### config.mk
export PLATFORM = sky130hd
export DESIGN_NAME = stkseq_top
export DESIGN_NICKNAME = d
export VERILOG_FILES = /design/src/rtl/stkseq_pkg.sv /design/src/rtl/stkseq_ctrl.sv /design/src/rtl/stkseq_dpath.sv /design/src/rtl/stkseq_top.sv
export SDC_FILE = /design/constraint.sdc
export NUM_CORES = 1
export LEC_CHECK = 0
export ABC_AREA = 0
export BUFFER_PORTS_ARGS = -buffer_cell sky130_fd_sc_hd__buf_2
export CAP_MARGIN = 40
export CORE_UTILIZATION = 59
export CTS_CLUSTER_SIZE = 40
export DETAILED_ROUTE_END_ITERATION = 6
export PLACE_DENSITY = 0.86
export SYNTH_ARGS = -nofsm -noshare
export SYNTH_HDL_FRONTEND = slang
export SYNTH_HIERARCHICAL = 1
export SYNTH_SLANG_ARGS = --single-unit
### constraint.sdc
create_clock -name clk -period 10.5 [get_ports clk]
set_input_delay 1.575 -clock clk [delete_from_list [all_inputs] [get_ports clk]]
set_output_delay 1.575 -clock clk [all_outputs]
set_load 0.02 [all_outputs]
### src/rtl/stkseq_pkg.sv
package stkseq_pkg;
  localparam int PTR_W     = 16;
  localparam int BYTE_W    = 8;
  localparam int SLOTS     = 8;
  localparam int MAX_BYTES = 12;
  localparam int CNT_W     = $clog2(MAX_BYTES + 1);

  localparam logic [1:0] INT_NONE = 2'd0;
  localparam logic [1:0] INT_FULL = 2'd1;
  localparam logic [1:0] INT_FAST = 2'd2;

  localparam logic [SLOTS-1:0] FULL_MASK = 8'hFF;
  localparam logic [SLOTS-1:0] FAST_MASK = 8'h81;

  typedef enum logic [3:0] {
    RID_CC = 4'd0, RID_A = 4'd1, RID_B = 4'd2, RID_DP = 4'd3,
    RID_X  = 4'd4, RID_Y = 4'd5, RID_U = 4'd6, RID_PC = 4'd7,
    RID_S  = 4'd8
  } regId_t;

  typedef struct packed {
    logic       capture;
    logic       memGo;
    logic       pull;
    logic [2:0] slot;
    logic       second;
    logic       finish;
  } strobes_t;
endpackage

### src/rtl/stkseq_ctrl.sv
module stkseq_ctrl
  import stkseq_pkg::*;
(
  input  logic                 clk,
  input  logic                 rstN,
  input  logic                 start,
  input  logic                 dirPull,
  input  logic [1:0]           intReq,
  input  logic [SLOTS-1:0]     selMask,
  output strobes_t             stb,
  output logic [CNT_W-1:0]     byteCount
);
  typedef enum logic [1:0] {ST_IDLE, ST_RUN, ST_FIN} state_t;

  state_t            state;
  logic [SLOTS-1:0]  pend;
  logic              second;
  logic              pull;
  logic [2:0]        curSlot;
  logic              lastByte;
  logic [SLOTS-1:0]  pendNext;
  logic [SLOTS-1:0]  effMask;
  logic              effPull;

  always_comb begin
    unique case (intReq)
      INT_FULL: begin effMask = FULL_MASK; effPull = 1'b0; end
      INT_FAST: begin effMask = FAST_MASK; effPull = 1'b0; end
      default:  begin effMask = selMask;   effPull = dirPull; end
    endcase
  end

  // Save walks from the top bit downward, restore from the bottom bit upward.
  always_comb begin
    curSlot = '0;
    if (pull) begin
      for (int i = SLOTS - 1; i >= 0; i--)
        if (pend[i]) curSlot = 3'(i);
    end else begin
      for (int i = 0; i < SLOTS; i++)
        if (pend[i]) curSlot = 3'(i);
    end
  end

  assign lastByte = !curSlot[2] || second;
  assign pendNext = pend & ~(8'(1) << curSlot);

  always_ff @(posedge clk or negedge rstN) begin
    if (!rstN) begin
      state     <= ST_IDLE;
      pend      <= '0;
      second    <= 1'b0;
      pull      <= 1'b0;
      byteCount <= '0;
    end else begin
      unique case (state)
        ST_IDLE: if (start) begin
          pend      <= effMask;
          pull      <= effPull;
          second    <= 1'b0;
          byteCount <= '0;
          state     <= (effMask == '0) ? ST_FIN : ST_RUN;
        end
        ST_RUN: begin
          byteCount <= byteCount + 1'b1;
          if (lastByte) begin
            second <= 1'b0;
            pend   <= pendNext;
            if (pendNext == '0) state <= ST_FIN;
          end else begin
            second <= 1'b1;
          end
        end
        default: state <= ST_IDLE;
      endcase
    end
  end

  always_comb begin
    stb.capture = (state == ST_IDLE) && start;
    stb.memGo   = (state == ST_RUN);
    stb.pull    = pull;
    stb.slot    = curSlot;
    stb.second  = second;
    stb.finish  = (state == ST_FIN);
  end

  assert_done_pulse_R5: assert property (@(posedge clk) disable iff (!rstN)
    stb.finish |=> !stb.finish);
  assert_fin_empty_R5: assert property (@(posedge clk) disable iff (!rstN)
    stb.finish |-> pend == '0);
  assert_run_has_work_R1: assert property (@(posedge clk) disable iff (!rstN)
    stb.memGo |-> pend != '0);
  assert_count_bound_R5: assert property (@(posedge clk) disable iff (!rstN)
    stb.finish |-> byteCount <= CNT_W'(MAX_BYTES));
endmodule

### src/rtl/stkseq_dpath.sv
module stkseq_dpath
  import stkseq_pkg::*;
(
  input  logic              clk,
  input  logic              rstN,
  input  strobes_t          stb,
  input  logic              useAltSp,
  input  logic [1:0]        intReq,
  input  logic [BYTE_W-1:0] ccIn,
  input  logic [BYTE_W-1:0] aIn,
  input  logic [BYTE_W-1:0] bIn,
  input  logic [BYTE_W-1:0] dpIn,
  input  logic [PTR_W-1:0]  xIn,
  input  logic [PTR_W-1:0]  yIn,
  input  logic [PTR_W-1:0]  sIn,
  input  logic [PTR_W-1:0]  uIn,
  input  logic [PTR_W-1:0]  pcIn,
  output logic              memValid,
  output logic              memWrite,
  output logic [PTR_W-1:0]  memAddr,
  output logic [BYTE_W-1:0] memWData,
  input  logic [BYTE_W-1:0] memRData,
  output logic              rfWe,
  output logic [3:0]        rfSel,
  output logic [PTR_W-1:0]  rfData
);
  logic [PTR_W-1:0]  ptr;
  logic [PTR_W-1:0]  word [SLOTS];
  logic              altSel;
  logic [BYTE_W-1:0] holdHi;
  logic [PTR_W-1:0]  curVal;
  logic              is16;
  logic [3:0]        slotId;

  always_ff @(posedge clk or negedge rstN) begin
    if (!rstN) begin
      ptr    <= '0;
      altSel <= 1'b0;
      holdHi <= '0;
      for (int i = 0; i < SLOTS; i++) word[i] <= '0;
    end else if (stb.capture) begin
      ptr      <= useAltSp ? uIn : sIn;
      altSel   <= useAltSp;
      word[0]  <= {8'h00, (intReq == INT_FULL) ? (ccIn | 8'h80) :
                          (intReq == INT_FAST) ? (ccIn & 8'h7F) : ccIn};
      word[1]  <= {8'h00, aIn};
      word[2]  <= {8'h00, bIn};
      word[3]  <= {8'h00, dpIn};
      word[4]  <= xIn;
      word[5]  <= yIn;
      word[6]  <= useAltSp ? sIn : uIn;
      word[7]  <= pcIn;
    end else if (stb.memGo) begin
      ptr <= stb.pull ? ptr + 1'b1 : ptr - 1'b1;
      if (stb.pull && is16 && !stb.second) holdHi <= memRData;
    end
  end

  assign is16   = stb.slot[2];
  assign curVal = word[stb.slot];
  assign slotId = (stb.slot == 3'd6) ? (altSel ? 4'(RID_S) : 4'(RID_U)) : {1'b0, stb.slot};

  always_comb begin
    memValid = stb.memGo;
    memWrite = stb.memGo && !stb.pull;
    memAddr  = stb.pull ? ptr : ptr - 1'b1;
    memWData = stb.second ? curVal[15:8] : curVal[7:0];
    rfWe     = 1'b0;
    rfSel    = '0;
    rfData   = '0;
    if (stb.finish) begin
      rfWe   = 1'b1;
      rfSel  = altSel ? 4'(RID_U) : 4'(RID_S);
      rfData = ptr;
    end else if (stb.memGo && stb.pull && (!is16 || stb.second)) begin
      rfWe   = 1'b1;
      rfSel  = slotId;
      rfData = is16 ? {holdHi, memRData} : {8'h00, memRData};
    end
  end

  assert_push_step_R1: assert property (@(posedge clk) disable iff (!rstN)
    (stb.memGo && !stb.pull) |=> ptr == $past(ptr) - 16'd1);
  assert_pull_step_R2: assert property (@(posedge clk) disable iff (!rstN)
    (stb.memGo && stb.pull) |=> ptr == $past(ptr) + 16'd1);
  assert_ptr_hold_R8: assert property (@(posedge clk) disable iff (!rstN)
    (!stb.memGo && !stb.capture) |=> $stable(ptr));
  assert_rf_only_pull_R2: assert property (@(posedge clk) disable iff (!rstN)
    rfWe |-> (stb.finish || stb.pull));
  assert_no_mem_at_done_R5: assert property (@(posedge clk) disable iff (!rstN)
    stb.finish |-> !memValid);
endmodule

### src/rtl/stkseq_top.sv
module stkseq_top
  import stkseq_pkg::*;
(
  input  logic         clk,
  input  logic         rstN,
  input  logic         start,
  input  logic         dirPull,
  input  logic         useAltSp,
  input  logic [1:0]   intReq,
  input  logic [7:0]   selMask,
  input  logic [7:0]   ccIn,
  input  logic [7:0]   aIn,
  input  logic [7:0]   bIn,
  input  logic [7:0]   dpIn,
  input  logic [15:0]  xIn,
  input  logic [15:0]  yIn,
  input  logic [15:0]  sIn,
  input  logic [15:0]  uIn,
  input  logic [15:0]  pcIn,
  output logic         memValid,
  output logic         memWrite,
  output logic [15:0]  memAddr,
  output logic [7:0]   memWData,
  input  logic [7:0]   memRData,
  output logic         rfWe,
  output logic [3:0]   rfSel,
  output logic [15:0]  rfData,
  output logic         done,
  output logic [3:0]   cycleCount
);
  strobes_t stb;
  logic [CNT_W-1:0] cnt;

  stkseq_ctrl i_ctrl (
    .clk(clk), .rstN(rstN), .start(start), .dirPull(dirPull),
    .intReq(intReq), .selMask(selMask), .stb(stb), .byteCount(cnt)
  );

  stkseq_dpath i_dpath (
    .clk(clk), .rstN(rstN), .stb(stb), .useAltSp(useAltSp), .intReq(intReq),
    .ccIn(ccIn), .aIn(aIn), .bIn(bIn), .dpIn(dpIn), .xIn(xIn), .yIn(yIn),
    .sIn(sIn), .uIn(uIn), .pcIn(pcIn),
    .memValid(memValid), .memWrite(memWrite), .memAddr(memAddr),
    .memWData(memWData), .memRData(memRData),
    .rfWe(rfWe), .rfSel(rfSel), .rfData(rfData)
  );

  assign done       = stb.finish;
  assign cycleCount = 4'(cnt);
endmodule

# Word-level counts from Yosys, hierarchy flattened
# Index checks and enable logic that the tools add are counted.
# W data, S select, Z words.
dict set report classes {
  n_eq_ne 8
  mux 53
  reduce_logical 21
  bitwise 4
  n_addsub 3
  div_mod_pow 0
  n_shift 1
  magnitude_cmp 1
  mul 0
}
# cell count
set op_table {}
lappend op_table {{$mux W16} 11}
lappend op_table {{$bmux W16 S3} 1}
lappend op_table {{$mux W8} 5}
lappend op_table {{$mux W3} 13}
lappend op_table {{$pmux W8 S2} 2}
lappend op_table {{$mux W4} 6}
lappend op_table {{$add A16 B1 Y16 const B} 1}
lappend op_table {{$logic_not A8 Y1} 2}
lappend op_table {{$sub A16 B1 Y16 const B} 1}
lappend op_table {{$mux W2} 6}
lappend op_table {{$reduce_and A3 Y1} 3}
lappend op_table {{$and A8 B8 Y8} 1}
lappend op_table {{$not A8 Y8} 1}
lappend op_table {{$pmux W4 S2} 1}
lappend op_table {{$shl A1 B3 Y8 const A} 1}
lappend op_table {{$logic_and A1 B1 Y1} 6}
lappend op_table {{$mux W1} 6}
lappend op_table {{$add A4 B1 Y4 const B} 1}
lappend op_table {{$eq A2 B1 Y1 const B} 2}
lappend op_table {{$eq A2 B2 Y1 const B} 2}
lappend op_table {{$ge A4 B4 Y1 const B} 1}
lappend op_table {{$ne A2 B1 Y1 const B} 2}
lappend op_table {{$not A3 Y4} 1}
lappend op_table {{$pmux W2 S2} 1}
lappend op_table {{other kinds (10)} 14}
dict set report totals {
  out_inout_bits 52
  ramBits 0
  reg_bits 137
  inputBits 135
  mem_bits_ro 0
  n_memories 0
  latchBits 0
  word_cells 107
}

# Longest topological paths before layout
dict set report logic_depth {
  word_depth 16
  ltp_mapped 11
  depth_no_buf 8
}

# By module
# Netlist, hierarchy kept.
# module cells_each area_each_um2 instances seq_area_each_um2
set by_module_without_submodules {}
lappend by_module_without_submodules {stkseq_dpath 610 6827.8 1 3027.9}
lappend by_module_without_submodules {stkseq_ctrl 150 1202.4 1 400.4}

# Worst setup path before layout
# OpenSTA, ideal clock, no wires.
dict set report synth_timing {
  kind {reg2out}
  from {reg i_ctrl.pull}
  to {out memWData[4]}
  slack_ns 6.022
  arrival_time_ns 2.903
  required_ns 8.925
  stages_incl_launch_ff 12
  n_path_buf 4
  cell_sequence {dfrtp_1 clkbuf_1 or3_1 o22ai_1 buf_2 or2_2 clkbuf_1 buf_2 mux4_2 nand2_1 nand2_1 a22o_1}
}
# element line_no
set synth_lines {}
lappend synth_lines {{start: declaration} stkseq_ctrl.sv:18} ;# logic pull;
lappend synth_lines {{start signal: assignment} stkseq_ctrl.sv:59} ;# pull <= effPull;
lappend synth_lines {{end: declaration} stkseq_top.sv:23} ;# output logic [7:0] memWData,

==> out/results.md <==
| Parameter | This run | Unit |
|:---|:---|:---|
| Skew-Pair Late Insertion Delay | 0.43 | ns |
| Maximum count of clock buffers along a single path | 2 | - |
| Sequence of cells on the critical path | buf_4 > or3_1 > o22ai_1 > or2_2 > buf_12 > mux4_2 > nand2_1 > nand2_1 > a22o_1 > buf_2 | - |
| Internal Pwr Total | 2.00 | mW |
| Arrival time of the worst setup path | 3.69 | ns |
| Critical path buffer and inverter count | 3 | - |
| Number of enable-type register cells in the synthesized netlist | 0 | - |
| CTS resizes | 0 | - |
| Detailed-route vias per instance | 6.30 | - |
| Die Outline Area | 14100 | um2 |
| Iteration-0 DRC Markers | 677 | - |
| Combinational share of power | 51.7 | % |
| Most common cell on crit path | nand2_1 | - |
| Number of register bits inferred by synthesis | 137 | - |
| Nets | 1052 | - |
| Period utilization | 50.2 | % |
| Synth Area per Inst | 10.6 | um2 |
| Number of optimization iterations in the first detailed-route pass | 5 | - |
| Number of instances in the synthesized netlist | 760 | - |
| Class of the most critical setup path | flop to output pin | - |
| Global-route usage over all layers | 32.3 | % |
| Netlist Area Pre-Place | 8030 | um2 |
| Core Rows | 42 | - |
| Number of sinks driven by the clock tree | 137 | - |
| Critical Path Start Type | flop | - |
| Share of total power in sequential cells | 30.8 | % |
| Vias in the first global route | 6641 | - |
| Initial core utilization | 60.6 | % |
| Area contributors post-synth | dfrtp_1 43%, mux2_2 12%, mux4_2 6.7% | - |
| Measured slew at the worst slew-check pin | 0.759 | ns |
| Hold path endpoint | i_dpath/word[87] | - |
| Top delay family on crit path | simple AND/OR/NAND/NOR gates | - |
| Number of nets in the synthesized netlist | 901 | - |
| Remaining DRCs | 0 | - |
| First-pass GRT wire length | 34900 | um |
| Clock tree from TritonCTS | built | - |
| Hold Path Stages | 1 | - |
| Worst hold start | i_dpath/word[87] | - |
| Number of setup buffers added after CTS | 0 | - |
| Final hold violation count | 0 | - |
| Most frequent cells in the layout | 185 x buf_2, 137 x dfrtp_1, 89 x mux2_2 | - |
| Grt ovf | 0 | - |
| Total Negative Setup Slacks | 0 | ns |
| Area share of the largest cell type after synthesis | 42.7 | % |
| Crit-path slowest cell | o22ai_1 | - |
| Die X-Extent | 119 | um |
| Layout Area Growth over Synthesis | 20.5 | % |
| Maximum single-stage delay on the critical path | 0.60 | ns |
| Max-slew headroom at the worst pin | 49.4 | % |
| Maximum number of pins on one net before global-route repair | 67 | - |
| Mean routed wirelength per cell | 19.8 | um |
| Number of I/O port buffers | 186 | - |
| Register-to-register path setup slack | 7.50 | ns |
| FMAX | 190 | MHz |
| Clock root buffer | clkbuf_16 | - |
| Pwr Density | 360 | nW/um2 |
| Async set-or-reset flop fraction in the synthesized netlist | 100 | % |
| Leakage | 4.29 | nW |
| Unrepaired setup endpoints after global routing | false | - |
| Via count | 6944 | - |
| Max H-tree Level | 4 | - |
| Destination of the worst register-to-register timing path | i_dpath/holdHi[6] | - |
| Yosys warnings | 6 | - |
| Post-synth top area cell | dfrtp_1 | - |
| I/O pin cnt | 187 | - |
| Post-detailed-route count of antenna-violating nets | 0 | - |
| Clock transition at the register clock pins on the worst setup and hold paths after CTS | 0.06 | ns |
| Final weighted congestion in routability-driven placement | 0.914 | - |
| Run status | finished clean | - |
| Shortest clock period the worst path allows after layout | 5.27 | ns |
| Req. time, crit path | 8.93 | ns |
| Switching pwr | 1.48 | mW |
| TritonCTS Buffers | 17 | - |
| Worst setup skew after layout | 0.00750 | ns |
| Net switching share of the total power | 42.5 | % |
| Area of the multi-input gates | 4230 | um2 |
| Worst min-delay path class | flop to flop | - |
| Unique masters post-synth | 65 | - |
| Ys flop type | dfrtp_1 | - |
| Largest driver fanout on the critical path | 36 | - |
| Vertical die dimension | 119 | um |
| # setup viols final | 0 | - |
| Number of fill cells in the layout | 935 | - |
| Post-route standard cell area excluding fillers | 9670 | um2 |
| Number of buffers inserted by hold repair at cts | 0 | - |
| Fraction of final layout cells with drive strength greater than 1 | 39.0 | % |
| Sequential cell area in the final layout | 3430 | um2 |
| Core box area | 13200 | um2 |
| Estimated wirelength of the detail-placed design | 15500 | um |
| Cell count of the worst reg-to-reg path | 6 | - |
| Category of the worst setup path capture point | output pin | - |
| Part of the total power dissipated in the clock network | 17.5 | % |
| Worst-case vdd ir drop | 0.000237 | V |
| Most common cell after layout, fill and taps aside | buf_2 | - |
| Placed instance area | 9070 | um2 |
| Worst reg2reg startpoint | i_ctrl/pend[2] | - |
| Total Wirelength | 21900 | um |
| Pins over their slew limit | 0 | - |
| Proportion of synthesized chip area in sequential cells | 42.7 | % |
| Initial antenna violation count | 2 | - |
| Number of max-cap violations | 0 | - |
==> metrics by stage <==
step	power (mW)	worst slack (ns)	hold WS (ns)	std cells	util, %
final	3.48	5.23	0.504	1103	73.1
after global routing	3.68	5.12	0.515	1102	73.0
after CTS	3.47	5.26	0.505	1100	73.0
after detailed placement	2.84	5.73	0.492	1068	68.5
after global placement	2.73	5.43	0.484	1062	67.5
after floorplan	2.35	6.02	0.475	760	-
==> routing by layer <==
metal	GRT usage [%]	vias up	part of all wire, %
met4	16.1	0	4.4
met2	49.3	394	47
li1	-	3114	-
met1	43.2	3359	41
met5	0	-	0
met3	7.72	77	8.2
==> cell families after synthesis <==
logic type	Yosys count	share of synthesized area, %
adder cells (fa/ha/maj)	8	1.18
multiplexers	145	23.2
AND/OR/NAND/NOR	217	13.9
XOR/XNOR	19	2.07
buffers and inverters	85	4.63
AO/OA/AOI/OAI	149	12.3
flip-flops	137	42.7
==> worst max path at each step <==
stage / startpoint / endpoint / cells past startpoint
after detailed placement: i_ctrl/pull / memWData[0] / 10
after floorplan: i_ctrl/pull / memWData[4] / 11
after CTS: i_ctrl/pull / memWData[0] / 10
after global placement: i_ctrl/pull / memWData[2] / 9
after global routing: i_ctrl/pull / memWData[0] / 10
final: i_ctrl/pull / memWData[0] / 10
==> area by class of cell <==
class / count / area share (%)
diodes: 3 / 0.0776
flip-flops and latches: 137 / 35.4
repair buffers: 198 / 11.5
well taps: 176 / 2.28
multi-input cells: 538 / 43.8
inverters: 19 / 0.763
clock buffers: 18 / 4.54
clock inverters: 14 / 1.66
==> registers in the layout, summed over array words and instances (netlist names) <==
name and flops:
i_dpath/word 96, i_dpath/altSel 1, i_ctrl/state 2, i_ctrl/byteCount 4, i_dpath/ptr 16, i_dpath/holdHi 8
i_ctrl/pend 8, i_ctrl/second 1, i_ctrl/pull 1
==> Yosys cell counts, types with 9 or more instances <==
master	number
a21oi_1	39
a22o_1	17
buf_2	11
clkbuf_1	39
dfrtp_1	137
inv_1	15
mux2_2	89
mux2i_1	32
mux4_2	24
nand2_1	69
nand3_1	18
nand4_1	14
nor2_1	42
nor2b_1	11
nor3_1	10
nor4_1	9
o21ai_0	29
or4_1	9
xnor2_1	10
xor2_1	9
==> power groups by stage <==
stage / logic (mW) / clock network [mW] / registers, mW
after detailed placement: 1.78 / 0 / 1.07
after global placement: 1.68 / 0 / 1.05
after global routing: 1.93 / 0.636 / 1.11
after floorplan: 1.43 / 0 / 0.916
after CTS: 1.79 / 0.617 / 1.06
final: 1.80 / 0.609 / 1.07
Power figures use the tool's default switching activity.
